[src/rtl/fmul_pkg.sv]
package fmul_pkg;
  typedef enum logic [1:0] {
    SGN_UU  = 2'b00,
    SGN_SS  = 2'b01,
    SGN_SU  = 2'b10,
    SGN_RSV = 2'b11
  } sign_mode_e;

  localparam int MODE_W = 3;
  localparam int FRAC_BIT = 2;
endpackage

[src/rtl/fmul_operand_prep.sv]
module fmul_operand_prep
  import fmul_pkg::*;
#(
  parameter int W = 8
) (
  input  logic [W-1:0]    a_i,
  input  logic [W-1:0]    b_i,
  input  sign_mode_e      sm_i,
  output logic signed [W:0] a_x_o,
  output logic signed [W:0] b_x_o
);
  logic a_signed, b_signed;

  always_comb begin
    a_signed = (sm_i == SGN_SS) || (sm_i == SGN_SU);
    b_signed = (sm_i == SGN_SS);
    a_x_o = $signed({a_signed & a_i[W-1], a_i});
    b_x_o = $signed({b_signed & b_i[W-1], b_i});
  end
endmodule

[src/rtl/fmul_core.sv]
module fmul_core #(
  parameter int W = 8,
  localparam int PW = 2 * W
) (
  input  logic signed [W:0] a_i,
  input  logic signed [W:0] b_i,
  output logic [PW-1:0]     p_o
);
  logic signed [PW-1:0] a_e, b_e, prod;

  always_comb begin
    a_e  = PW'(a_i);
    b_e  = PW'(b_i);
    prod = a_e * b_e;
    p_o  = prod;
  end
endmodule

[src/rtl/fmul_result_fmt.sv]
module fmul_result_fmt #(
  parameter int W = 8,
  localparam int PW = 2 * W
) (
  input  logic [PW-1:0] raw_i,
  input  logic          frac_i,
  output logic [PW-1:0] res_o,
  output logic          z_o,
  output logic          c_o
);
  always_comb begin
    res_o = frac_i ? {raw_i[PW-2:0], 1'b0} : raw_i;
    z_o   = (res_o == '0);
    c_o   = raw_i[PW-1];
  end
endmodule

[src/rtl/frac_mult_unit.sv]
module frac_mult_unit
  import fmul_pkg::*;
#(
  parameter int OPW = 8
) (
  input  logic                 clk,
  input  logic                 rst,
  input  logic                 start_i,
  input  logic [MODE_W-1:0]    mode_i,
  input  logic [OPW-1:0]       opa_i,
  input  logic [OPW-1:0]       opb_i,
  output logic [OPW-1:0]       prod_lo_o,
  output logic [OPW-1:0]       prod_hi_o,
  output logic                 flag_z_o,
  output logic                 flag_c_o,
  output logic                 done_o
);
  localparam int PW = 2 * OPW;

  sign_mode_e sm_in;
  logic signed [OPW:0] a_x, b_x;
  logic signed [OPW:0] a_q, b_q;
  logic frac_q, vld_q;
  logic [PW-1:0] raw_p, res_p;
  logic z_n, c_n;

  assign sm_in = sign_mode_e'(mode_i[1:0]);

  fmul_operand_prep #(.W(OPW)) u_prep (
    .a_i(opa_i), .b_i(opb_i), .sm_i(sm_in), .a_x_o(a_x), .b_x_o(b_x)
  );

  // stage 1: extended operands
  always_ff @(posedge clk) begin
    if (rst) begin
      vld_q  <= 1'b0;
      frac_q <= 1'b0;
      a_q    <= '0;
      b_q    <= '0;
    end else begin
      vld_q <= start_i;
      if (start_i) begin
        frac_q <= mode_i[FRAC_BIT];
        a_q    <= a_x;
        b_q    <= b_x;
      end
    end
  end

  fmul_core #(.W(OPW)) u_core (.a_i(a_q), .b_i(b_q), .p_o(raw_p));

  fmul_result_fmt #(.W(OPW)) u_fmt (
    .raw_i(raw_p), .frac_i(frac_q), .res_o(res_p), .z_o(z_n), .c_o(c_n)
  );

  // stage 2: registered results, held between operations
  always_ff @(posedge clk) begin
    if (rst) begin
      done_o    <= 1'b0;
      prod_lo_o <= '0;
      prod_hi_o <= '0;
      flag_z_o  <= 1'b0;
      flag_c_o  <= 1'b0;
    end else begin
      done_o <= vld_q;
      if (vld_q) begin
        prod_lo_o <= res_p[OPW-1:0];
        prod_hi_o <= res_p[PW-1:OPW];
        flag_z_o  <= z_n;
        flag_c_o  <= c_n;
      end
    end
  end
endmodule

[config.mk]
export PLATFORM = sky130hd
export DESIGN_NAME = frac_mult_unit
export DESIGN_NICKNAME = d
export VERILOG_FILES = /design/src/rtl/fmul_pkg.sv /design/src/rtl/fmul_operand_prep.sv /design/src/rtl/fmul_core.sv /design/src/rtl/fmul_result_fmt.sv /design/src/rtl/frac_mult_unit.sv
export SDC_FILE = /design/constraint.sdc
export NUM_CORES = 1
export LEC_CHECK = 0
export ABC_AREA = 1
export CORE_ASPECT_RATIO = 1.1
export CORE_UTILIZATION = 60
export CTS_CLUSTER_DIAMETER = 40
export DETAILED_ROUTE_END_ITERATION = 7
export PLACE_DENSITY = 0.83
export RECOVER_POWER = 25
export SYNTH_ARGS = -nofsm -noshare
export SYNTH_HDL_FRONTEND = slang
export SYNTH_SLANG_ARGS = --single-unit
[constraint.sdc]
create_clock -name clk -period 10.2 [get_ports clk]
set_input_delay 2.04 -clock clk [delete_from_list [all_inputs] [get_ports clk]]
set_output_delay 2.04 -clock clk [all_outputs]
set_load 0.005 [all_outputs]
==> qor.txt, run 1 <==
Worst Setup End Kind: flip-flop
WL/cell: 13.7 µm
yosys warns: 0
Slew Limit Fails: 0
CP Cell Sequence: inv_1 -> or2_2 -> fa_1 -> fa_1 -> inv_1 -> fa_1 -> fa_1 -> fa_1 -> ha_1 -> nand2_1 -> inv_1 -> nand2_1 -> nand2_1 -> nand2_1 -> nand3_1 -> nand2_1 -> nand2_1 -> o21ai_0 -> nor2_1 -> nand2_1 -> a21oi_2
area of the multi-input gates: 0.00315 mm²
WP data arrival: 5.24 ns
syn_area_per_cell: 7.09 µm²
post-layout min period: 5.07 ns
setup TNS: 0 ns
sequential fraction of the synthesis area: 16.9%
Post-CTS Setup Bufs: 0
EDFF count, synth: 0
Die Wd: 85.6 µm
CTS Buffer Depth: 2
Cells after Synth: 651
Slew HR: 39.7%
final-report hold violation count: 0
Slowest cell on crit path: fa_1
VDD IR max: 0.109 mV
die outline height: 94 µm
ANT cells: 0
ys async rst share: 0%
Routed WL: 10600 µm
#FFs+latches synth: 39
Vias/cell: 5.23
vias in the first global route: 3996
Fillers: 604
Worst Skew: 0.00689 ns
post-placement cell area: 0.00502 mm²
initial DRC count: 273
critical path's top delay family: adder cells
Max Cap Viol: 0
CP most frequent cell: nand2_1
TritonCTS sink count: 39
predominant post-synthesis flop cell: dfxtp_1
first-pass GRT wire length: 18100 µm
initial antenna violation count: 0
DR vias: 4054
io pins: 41
row count: 33
crit path launch type: flip-flop
post-route cell area: 0.00513 mm²
slew at the pin closest to its max-slew limit: 0.903 ns
Distinct cells, synth: 27
CTS resizes: 0
nets: 788
final std cells w/o fill: 775
Initial Utilization: 61.8%
Clk Tree Root Cell: clkbuf_8
Final ANT Viol Nets: 0
outcome: complete, no violations
Inserted Clock Buffers: 5
# hold bufs at CTS: 0
net count after synthesis: 770
maximum fanout along the worst path: 8
Worst Hold Class: flip-flop to flip-flop
Buffers & Inverters on Critical Path: 3
worst hold slack: 0.475 ns
worst setup path category: flip-flop to flip-flop
largest stage delay on the critical path: 0.60 ns
Setup Viol. Count Final: 0
core area: 0.00747 mm²
Final HPWL DP: 8410 µm
crit share post-route: 49.7%
slack of the critical path: 5.13 ns
Reg area: 781 µm²
CTS tree: yes
residual DRC count: 0
Syn Std Cell Area: 0.00462 mm²
Die ar.: 0.00805 mm²
Buffers on Ports: 40
clock latency on the worst-skew pair: 0.31 ns
Setup WS pre-CTS: 5.20 ns
TritonRoute pass-1 iters: 5
placed insts: 767
CP required: 10.37 ns
RSZ-0062 raised after global routing: false
Layout area overhead: 11.1%
gr usage total: 28.9%
H-tree depth: 2
largest net degree at the start of global routing: 28
fmax: 197 MHz
GP Congestion: 0.927
remaining global-route overflow: 0
Worst-path clk slew: 0.09 ns
Pwr per Cell Area: 94.8 mW/mm²
fraction of layout cells with a size suffix above 1: 2.54%
Static Leak: 0.00300 µW
-- cells in the mapped netlist (2+ instances only) --
cell	count	area, µm²
fa_1	63	1260
o21ai_0	27	135
inv_1	146	548
nor2_1	66	248
xnor2_1	2	17.5
clkbuf_1	18	67.6
nand3_1	33	165
buf_6	2	22.5
ha_1	34	425
nand4_1	4	25.0
o21bai_1	2	15.0
nand2_1	173	649
or2_2	3	18.8
nand2_2	3	18.8
dfxtp_1	39	781
o211ai_1	7	52.6
a21oi_1	10	50.1
buf_1	2	7.51
nand3b_1	3	22.5
buf_2	7	35.0
-- layer usage --
metal	vias to the layer above	wire length, µm	track usage [%]
met5	-	0	0
met4	0	214	9.31
met3	23	593	3.60
met2	166	5310	50.3
met1	1907	4460	37.2
li1	1958	-	-
-- kinds of logic after synthesis --
logic type	count (synthesis)	synth area share, %
adder cells (fa/ha/maj)	97	36.5
AND/OR/NAND/NOR	286	25.0
XOR/XNOR	3	0.569
buffers and inverters	177	15.0
AO/OA/AOI/OAI	49	6.07
flip-flops	39	16.9
-- worst paths after layout --
check,end,slack [ns],startpoint,cells past startpoint
setup / recovery,flag_z_o,5.13,b_q[8],21
hold / removal,prod_hi_o[3],0.47,prod_hi_o[3],2
setup reg to reg,flag_z_o,5.13,b_q[8],21
hold reg to reg,prod_hi_o[3],0.47,prod_hi_o[3],2
-- report_power, final --
part           switching (µW)  total [µW]  internal, µW
Combinational            97.0         169          72.1
Sequential               19.8         182           162
Clock                    62.2         135          72.9
-- stage by stage --
step | power, µW | util [%]
final | 486 | 68.6
after global placement | 348 | 67.1
after global routing | 520 | 68.6
after detailed placement | 353 | 67.1
after floorplan | 301 | -
after CTS | 487 | 68.6
-- sequential cells by signal (all words and copies together) (netlist names), 8 cells and up --
name       cells
a_q            9
b_q            9
prod_hi_o      8
prod_lo_o      8
-- cells in the final DEF (no fill, tap or decap), drive strengths merged, types with 2 or more instances in the layout --
cell	synthesis	routed
a21oi	11	11
clkbuf	18	5
clkdlybuf4s50	0	27
clkinv	0	2
dfxtp	39	39
dlygate4sd3	0	13
fa	63	63
ha	34	34
inv	148	148
nand2	176	176
nand3	33	33
nand3b	3	3
nand4	4	4
nor2	66	66
o211ai	7	7
o21ai	27	27
o21bai	2	2
or2	3	3
xnor2	2	2
-- final cells by class --
class,instances,area share [%]
multi-input cells,435,61.3
repair buffers,40,7.81
well taps,105,2.56
inverters,148,10.9
clock inverters,3,0.854
flip-flops and latches,39,15.2
clock buffers,5,1.34
-- worst register-to-register path: cells and delay by family, from the launching register on --
kind | cells | cell delay (ns)
buffers and inverters | 3 | 0.27
AO/OA/AOI/OAI | 2 | 0.28
adder cells (fa/ha/maj) | 6 | 2.87
AND/OR/NAND/NOR | 10 | 1.10
flip-flops | 1 | 0.43
No activity file was read; power rests on OpenSTA's default activity.
==> run 2, diff against run 1 <==
--- a/config.mk
+++ b/config.mk
@@ -7,10 +7,10 @@
 export LEC_CHECK = 0
 export ABC_AREA = 1
 export CORE_ASPECT_RATIO = 1.1
-export CORE_UTILIZATION = 60
+export CORE_UTILIZATION = 54
 export CTS_CLUSTER_DIAMETER = 40
 export DETAILED_ROUTE_END_ITERATION = 7
-export PLACE_DENSITY = 0.83
+export PLACE_DENSITY = 0.78
 export RECOVER_POWER = 25
 export SYNTH_ARGS = -nofsm -noshare
 export SYNTH_HDL_FRONTEND = slang
==> constraint.sdc (replaced) <==
create_clock -name clk -period 4.5 [get_ports clk]
set_input_delay 0.9 -clock clk [delete_from_list [all_inputs] [get_ports clk]]
set_output_delay 0.9 -clock clk [all_outputs]
set_load 0.005 [all_outputs]
==> run 2 against run 1 <==
Against the previous run:
- the run now ends with negative setup slack left
- wire length rose by 7.6%
- clock skew fell by 0.00086 ns
- setup slack got worse by 5.2 ns
- critical path type unchanged
- largest cell class unchanged
- highest routed layer unchanged
==> qor.txt, run 2 (synthesis results as in run 1) <==
Clk Tree Root Cell: clkbuf_8
GP Congestion: 0.938
residual DRC count: 0
TritonRoute pass-1 iters: 5
FF-to-FF End: flag_z_o
Final ANT Viol Nets: 0
commonest non-fill, non-tap cells in the layout: nand2_1 (156), inv_1 (143), nor2_1 (64)
worst r2r src: b_q[5]
crit share post-route: 102%
CTS Buffer Depth: 2
post-placement cell area: 0.00538 mm²
initial DRC count: 206
TritonCTS sink count: 39
depth of the most critical reg-to-reg path: 21
die outline height: 99.0 µm
Final HPWL DP: 8880 µm
VDD IR max: 0.198 mV
Worst Hold Launch: flag_c_o
Vias/cell: 5.12
final-report hold violation count: 0
commonest non-fill, non-tap cell in the layout: nand2_1
Buffers on Ports: 40
Die Wd: 90.2 µm
Worst Hold Class: flip-flop to flip-flop
Worst Skew: 0.00603 ns
Initial Utilization: 55.5%
nets: 835
CP required: 4.72 ns
top flop regs: a_q x9, b_q x9
reg-to-reg setup timing slack: -0.09 ns
Setup WS pre-CTS: -0.255 ns
post-route cell area: 0.00578 mm²
DR vias: 4236
Inserted Clock Buffers: 5
clock latency on the worst-skew pair: 0.29 ns
H-tree depth: 2
Die ar.: 0.00892 mm²
Slew HR: 41.1%
remaining global-route overflow: 0
first-pass GRT wire length: 18900 µm
crit path launch type: flip-flop
worst hold slack: 0.493 ns
maximum fanout along the worst path: 8
Routed WL: 11400 µm
slack of the critical path: -0.0858 ns
Slew Limit Fails: 0
WL/cell: 13.7 µm
Layout area overhead: 25.1%
setup TNS: -0.146 ns
failing checks: negative setup slack
largest net degree at the start of global routing: 28
Worst Setup End Kind: flip-flop
fraction of layout cells with a size suffix above 1: 17.0%
vias in the first global route: 4190
ANT cells: 0
core area: 0.00832 mm²
post-layout min period: 4.59 ns
Hold Path End: flag_c_o
WP data arrival: 4.80 ns
Static Leak: 0.00322 µW
outcome: finished, violations left
Worst-path clk slew: 0.08 ns
slew at the pin closest to its max-slew limit: 0.882 ns
WHS Path Cells: 2
gr usage total: 26.2%
initial antenna violation count: 0
RSZ-0062 raised after global routing: true
Max Cap Viol: 0
Setup Viol. Count Final: 2
Pwr per Cell Area: 218 mW/mm²
io pins: 41
row count: 35
fmax: 218 MHz
worst setup path category: flip-flop to flip-flop
CTS tree: yes
==> run 2: cell count changes in the layout (fill, tap and decap cells not counted), sizes merged <==
cell           delta
buf              +47
clkdlybuf4s50    +13
dlygate4sd3      -13
clkbuf            +1
clkinv            -1
==> run 2: worst max-delay path by stage <==
stage / from / endpoint / cells after the start
3_3_place_gp: b_q[1] / flag_z_o / 19
2_1_floorplan: a_q[0] / flag_z_o / 21
5_1_grt: a_q[4] / flag_z_o / 23
6_report: b_q[5] / flag_z_o / 21
3_5_place_dp: b_q[8] / flag_z_o / 21
4_1_cts: b_q[8] / flag_z_o / 21
==> run 2: final cells by class <==
class	instances	area [µm²]
fillers	640	2540
clock buffers	6	82.6
multi-input cells	435	3390
flip-flops and latches	39	800
inverters	148	558
well taps	111	139
repair buffers	87	772
clock inverters	2	35.0
==> run 2: worst max-delay path: stages (launching register included) <==
cell and delay, ns:
dfxtp_1 0.35, buf_4 0.18, nand2_1 0.07, inv_1 0.06, fa_1 0.45, fa_1 0.48, fa_1 0.61, fa_1 0.47
fa_1 0.52, ha_4 0.33, nand2_4 0.07, inv_1 0.07, nand2_2 0.09, nand4_1 0.13, nand3_1 0.08, nand2_1 0.11
nand2_1 0.05, nor2_1 0.09, nand2_1 0.06, nor2_1 0.08, nand2_1 0.07, a21oi_2 0.11
==> run 2: metal layers <==
metal / GRT usage (%) / share of wire, % / vias to the layer above
met5: 0 / 0 / -
met4: 8.93 / 3.3 / 0
met3: 3.78 / 4.9 / 31
met2: 47.3 / 52 / 141
met1: 32.2 / 40 / 2011
li1: - / - / 2053
==> run 2: power breakdown <==
part	internal, µW	total [µW]	switching (µW)	leakage [µW]
clock network	180	309	130	0.0000612
logic	270	558	288	0.00284
registers	369	394	25.5	0.000326
==> run 2: what timing repair did <==
action                     in CTS  in global routing
setup endpoints to repair       9                 10
resized for setup              20                 50
cloned                          0                  0
pin swaps                       9                 26
hold buffers                    0                  0
setup buffers                   1                  2
==> run 2: stage by stage <==
| stage | total power, µW | utilization (%) | cells |
|---|---|---|---|
| after floorplan | 689 | - | 651 |
| after global placement | 873 | 64.6 | 818 |
| after detailed placement | 881 | 64.6 | 818 |
| after CTS | 1210 | 66.8 | 827 |
| after global routing | 1350 | 69.4 | 828 |
| final | 1260 | 69.4 | 828 |
